`src/rtl/hazard_ctl.sv`:
```
module hazard_ctl #(
  parameter int RW = 5
) (
  input  logic          bypass_en,
  input  logic [RW-1:0] dec_rs1,
  input  logic [RW-1:0] dec_rs2,
  input  logic [RW-1:0] ex_rs1,
  input  logic [RW-1:0] ex_rs2,
  input  logic [RW-1:0] ex_rd,
  input  logic          ex_wen,
  input  logic          ex_mread,
  input  logic [RW-1:0] mem_rd,
  input  logic          mem_wen,
  input  logic [RW-1:0] wb_rd,
  input  logic          wb_wen,
  output logic [1:0]    sel_a,
  output logic [1:0]    sel_b,
  output logic          pc_hold,
  output logic          fd_hold,
  output logic          dx_bubble
);

  localparam logic [1:0] SEL_RF  = 2'b00;
  localparam logic [1:0] SEL_MEM = 2'b10;
  localparam logic [1:0] SEL_WB  = 2'b01;

  function automatic logic hit(input logic wen, input logic [RW-1:0] rd,
                               input logic [RW-1:0] rs);
    return wen && (rd != '0) && (rd == rs);
  endfunction

  function automatic logic [1:0] pick(input logic [RW-1:0] rs);
    if (hit(mem_wen, mem_rd, rs))     return SEL_MEM;
    else if (hit(wb_wen, wb_rd, rs))  return SEL_WB;
    else                              return SEL_RF;
  endfunction

  logic ex_dep, mem_dep, stall;

  assign ex_dep  = hit(ex_wen, ex_rd, dec_rs1)   || hit(ex_wen, ex_rd, dec_rs2);
  assign mem_dep = hit(mem_wen, mem_rd, dec_rs1) || hit(mem_wen, mem_rd, dec_rs2);

  assign sel_a = bypass_en ? pick(ex_rs1) : SEL_RF;
  assign sel_b = bypass_en ? pick(ex_rs2) : SEL_RF;

  assign stall = bypass_en ? (ex_dep && ex_mread) : (ex_dep || mem_dep);

  assign pc_hold   = stall;
  assign fd_hold   = stall;
  assign dx_bubble = stall;

  always_comb begin

    sel_code_chk: assert (sel_a != 2'b11 && sel_b != 2'b11)
      else $error("select code 11 produced");

    zero_src_chk: assert ((ex_rs1 != '0 || sel_a == SEL_RF) && (ex_rs2 != '0 || sel_b == SEL_RF))
      else $error("register zero was bypassed");

    no_alu_stall_chk: assert (!(bypass_en && !ex_mread) || !pc_hold)
      else $error("stall without a load in bypass mode");

    lock_sel_chk: assert (bypass_en || (sel_a == SEL_RF && sel_b == SEL_RF))
      else $error("bypass select in interlock-only mode");

    quiet_chk: assert (ex_wen || mem_wen || !pc_hold)
      else $error("stall with no pending writer ahead");
  end

endmodule

```
`config.mk`:
```
export PLATFORM = sky130hd
export DESIGN_NAME = hazard_ctl
export DESIGN_NICKNAME = d
export VERILOG_FILES = /design/src/rtl/hazard_ctl.sv
export SDC_FILE = /design/constraint.sdc
export NUM_CORES = 1
export LEC_CHECK = 0
export BUFFER_PORTS_ARGS = -buffer_cell sky130_fd_sc_hd__buf_2
export CAP_MARGIN = 0
export CORE_AREA = 10 10 56 58
export DETAILED_ROUTE_END_ITERATION = 16
export DIE_AREA = 0 0 66 68
export PLACE_DENSITY = 0.73
export SLEW_MARGIN = 20
export SYNTH_ARGS = -nofsm -noshare
export SYNTH_HDL_FRONTEND = slang
export SYNTH_SLANG_ARGS = --single-unit
export TNS_END_PERCENT = 50
```
`constraint.sdc`:
```
create_clock -name vclk -period 1.58
set_input_delay 0.158 -clock vclk [all_inputs]
set_output_delay 0.158 -clock vclk [all_outputs]
set_load 0.01 [all_outputs]
```
Yosys cells after proc, flatten, opt, wreduce, memory -nomap -nowiden. Index checks and enable logic that the tools add are counted.

RAM bits: 0. Memory bits (read-only): 0. Flip-flop bits (word level): 0. Output and inout bits: 7. Latch bits: 0. Logic and storage cells: 33. Memories kept: 0.

Multipliers: 0. $lt $le $gt $ge: 0. Multiplexer cells: 7. Add/sub/neg operators: 0. Shift-type cells: 0. Bitwise logic cells: 0. Reductions and logical operators: 18. Equality and inequality tests: 8. Div/mod/pow operators: 0.

Operator list (count): == test 5 bit (8); nonzero test 5 bit (3); logical AND 1 bit (12); two-way mux 2 bit (4); logical OR 1 bit (3); two-way mux 1 bit (3).

Depth between registers and ports, before layout.
Word-level depth: 6. Gate-level depth with buffers: 6.

Worst setup path after synthesis. Ideal clock, no wire load.

Path kind: input -> output. Start: input port mem_rd[4]. End: output port fd_hold. Stages on the path: 6. Data arrival time: 1.456 ns. Setup slack: -0.034 ns. Buffers on the path: 2. Cell sequence: clkbuf_1 xor2_1 nor3_1 a22oi_1 o32ai_1 buf_4.

Longest elaborated chain between the ends: 6. Elaborated cells on any way between the ends: 9.

Ends and longest elaborated chain: start: declaration (RTL line 12) `input logic [RW-1:0] mem_rd,`; nonzero test 5 bit (RTL line 29) `return wen && (rd != '0) && (rd == rs);`; logical AND 1 bit (2 in a row) (RTL line 29); logical OR 1 bit (*) (RTL line 41) `assign mem_dep = hit(mem_wen, mem_rd, dec_rs1) || hit(mem_wen, mem_rd, dec_rs2);`; logical OR 1 bit (*) (RTL line 46) `assign stall = bypass_en ? (ex_dep && ex_mread) : (ex_dep || mem_dep);`; two-way mux 1 bit (*) (RTL line 46); end: declaration (RTL line 19) `output logic fd_hold,`.

Every way passes the cells marked *; elsewhere a longest branch is shown, timed or not.

Worst setup path after layout.
Start: input port wb_rd[1]. End: output port sel_a[0].

Longest elaborated chain between the ends: 6. Elaborated cells on any way between the ends: 7.

Ends and longest elaborated chain: start: declaration (RTL line 14) `input logic [RW-1:0] wb_rd,`; nonzero test 5 bit (RTL line 29); logical AND 1 bit (RTL line 29); logical AND 1 bit (*) (RTL line 29); two-way mux 1 bit (*) (RTL line 34) `else if (hit(wb_wen, wb_rd, rs)) return SEL_WB;`; two-way mux 2 bit (*) (RTL line 33) `if (hit(mem_wen, mem_rd, rs)) return SEL_MEM;`; two-way mux 2 bit (*) (RTL line 43) `assign sel_a = bypass_en ? pick(ex_rs1) : SEL_RF;`; end: declaration (RTL line 16) `output logic [1:0] sel_a,`.

Marks and branches as above.

==> flow_summary.yaml <==
status:
  status: "finished, violations left"
  violations: "setup timing"
final_layout:
  final_area_um2: 996.0
  drive_gt1_share_pct: 53.72
  most-common-layout-cells: "buf_2 (38), xor2_1 (34), buf_6 (7)"
  final-seq-area_um2: 0
  seq_cells: 0
  final_common_cell: "buf_2"
  area_growth_pct: 67.93
  antenna_cells: 0
  nets: 163
  fill_cells: 205
  num-clock-buffers: 0
  multi_input_area_um2: 613.1
floorplan:
  num_rows: 17
  core-area_mm2: 0.002106
  die_w_um: 66
  io_pins: 47
  start_util_pct: 28.16
  die-area_mm2: 0.004488
  die_h_um: 68
sta:
  setup_viol: 2
  worstMarginPinSlew_ps: 298.9
  rsz0062_at_grt: "true"
  slew_viol_final: 0
  post-route-period-util_pct: 101.1
  postLayoutSetupSlackWorst_ps: -16.83
  hold_violations: 0
  fin_crit_ps: 1597
  fmax_ghz: 0.6262
  worst_hold_slack_ps: 711.8
  slew_headroom_pct: 79.92
critical_path:
  crit_type: "input pin to output port"
  critical_path_arrival_ps: 1440
  startpoint_type: "input pin"
  cpPeakStageDelay_ps: 510
  path_cells: "buf_8, or4_4, o211ai_1, or4_4, nor4_4, buf_2"
  slowest_stage: "or4_4"
  cp_max_fo: 3
  path_common_cell: "or4_4"
  worstPathRequired_ps: 1420
  endpoint_kind: "output port"
clock_network:
  hold_buffers: 0
global_route:
  antenna_found_initial: 0
  grt_usage_pct: 9.400
  grt_pass1_wl_mm: 3.581
  grt_max_degree: 6
  grt_pass1_vias: 824
  grt_overflow: 0
power_and_ir_drop:
  pwr-share-seq_pct: 0
  pwr-share-comb_pct: 100.0
  switching_power_uw: 125.5
  internal_power_uw: 127.9
  switching_share_pct: 49.54
  vdd_drop_max_mv: 0.1058
  power_density_mw_per_mm2: 254.5
  p_clk_share_pct: 0
  leakage_uw: 0.0004569
route:
  route.top_layer_used: "met3"
  drc_errors: 0
  wl_met2_mm: 1.121
  dr_wl_met3_um: 250
  wl_per_cell_um: 15.28
  drt_first_pass_iters: 2
  num_vias: 707
  drt-vias-per-instance: 4.745
  drt_wl_total_mm: 2.277
  wl_met1_um: 905
  ant_nets: 0
  drtIter0Drc: 33
yosys:
  synth_cell_types: 20
  synth_compound_area_share_pct: 9.494
  seq_area_frac_synth_pct: 0
  synth-adder-area-share_pct: 0
  syn_nets: 115
  syn_avg_cell_area_um2: 7.908
  yosys_warnings: 0
  synth_top_family_by_area: "XOR/XNOR gates"
  syn_area_um2: 593.1
  syn_inst: 75
  synth_xor_area_share_pct: 59.07
  synthMuxAreaShare_pct: 0
  synth-simple-area-share_pct: 23.42
placed_design:
  hpwlAfterDp_mm: 1.968
  place_congestion: 0.8673
  port_buffers: 47
  dpl_cell_area_um2: 864.6
min_path:
  min-delay-path-class: "input pin to output port"
flow_run:
  maxCapViolCount: 0
==> Yosys cell counts (all sizes together) <==
cell type | n | area share, %
a22oi | 2 | 2.5
and2 | 2 | 2.5
buf | 5 | 6.1
clkbuf | 2 | 1.3
inv | 1 | 0.63
nand3 | 2 | 1.7
nor2 | 4 | 2.5
nor3 | 4 | 3.4
nor4 | 4 | 6.3
o211ai | 1 | 1.3
o21ai | 1 | 2.7
o221ai | 1 | 1.5
o32ai | 1 | 1.5
or4 | 5 | 7.0
xnor2 | 6 | 8.9
xor2 | 34 | 50
==> per-stage QoR <==
stage / setup TNS [ps] / setup slack, ps / instances / power [uW] / util (%)
after global routing: -341.0 / -89.48 / 149 / 276.7 / 47.30
after detailed placement: -142.6 / -80.72 / 148 / 214.5 / 41.06
after floorplan: -0.5622 / -0.2811 / 75 / 115.9 / -
after global placement: -107.2 / -58.15 / 148 / 207.2 / 41.06
after CTS: -71.84 / -26.02 / 148 / 223.3 / 42.07
final: -31.70 / -16.83 / 149 / 253.4 / 47.30
==> metal layers <==
layer | up-vias | GRT usage (%)
li1 | 347 | -
met1 | 327 | 9.917
met2 | 33 | 18.24
met3 | 0 | 3.752
met4 | 0 | 0
met5 | - | 0
==> final timing paths <==
kind | startpoint | slack [ps] | depth (start not counted) | to
worst min-delay path | bypass_en | 710 | 3 | sel_b[1]
worst max-delay path | wb_rd[1] | -20 | 6 | sel_a[0]
==> timing repair <==
item | CTS | global route
pin swaps | 6 | 7
endpoints found under the setup margin | 2 | 7
cloned | 0 | 0
buffers inserted | 0 | 1
resized for setup | 3 | 23
==> power by group through the flow <==
stage | logic [uW] | registers, uW | clock network (uW)
CTS | 223 | 0 | 0
floorplan | 116 | 0 | 0
global placement | 207 | 0 | 0
detailed placement | 215 | 0 | 0
global route | 277 | 0 | 0
finish | 253 | 0 | 0
==> final cells by class <==
cell class / instances / share of cell area, %
Timing Repair Buffer: 53 / 34.55
Inverter: 1 / 0.3769
Multi-Input combinational cell: 67 / 61.56
Tap cell: 28 / 3.518
==> critical path, delay by kind of cell <==
kind                   cells  cell delay, ps
AND/OR/NAND/NOR            3             740
buffers and inverters      2             250
AO/OA/AOI/OAI              1             290
==> kinds of logic after synthesis <==
group           count (synthesis)
xor+xnor                       40
simple gates                   21
buf+inv                         8
compound gates                  6
(Power assumes the default switching activity.)
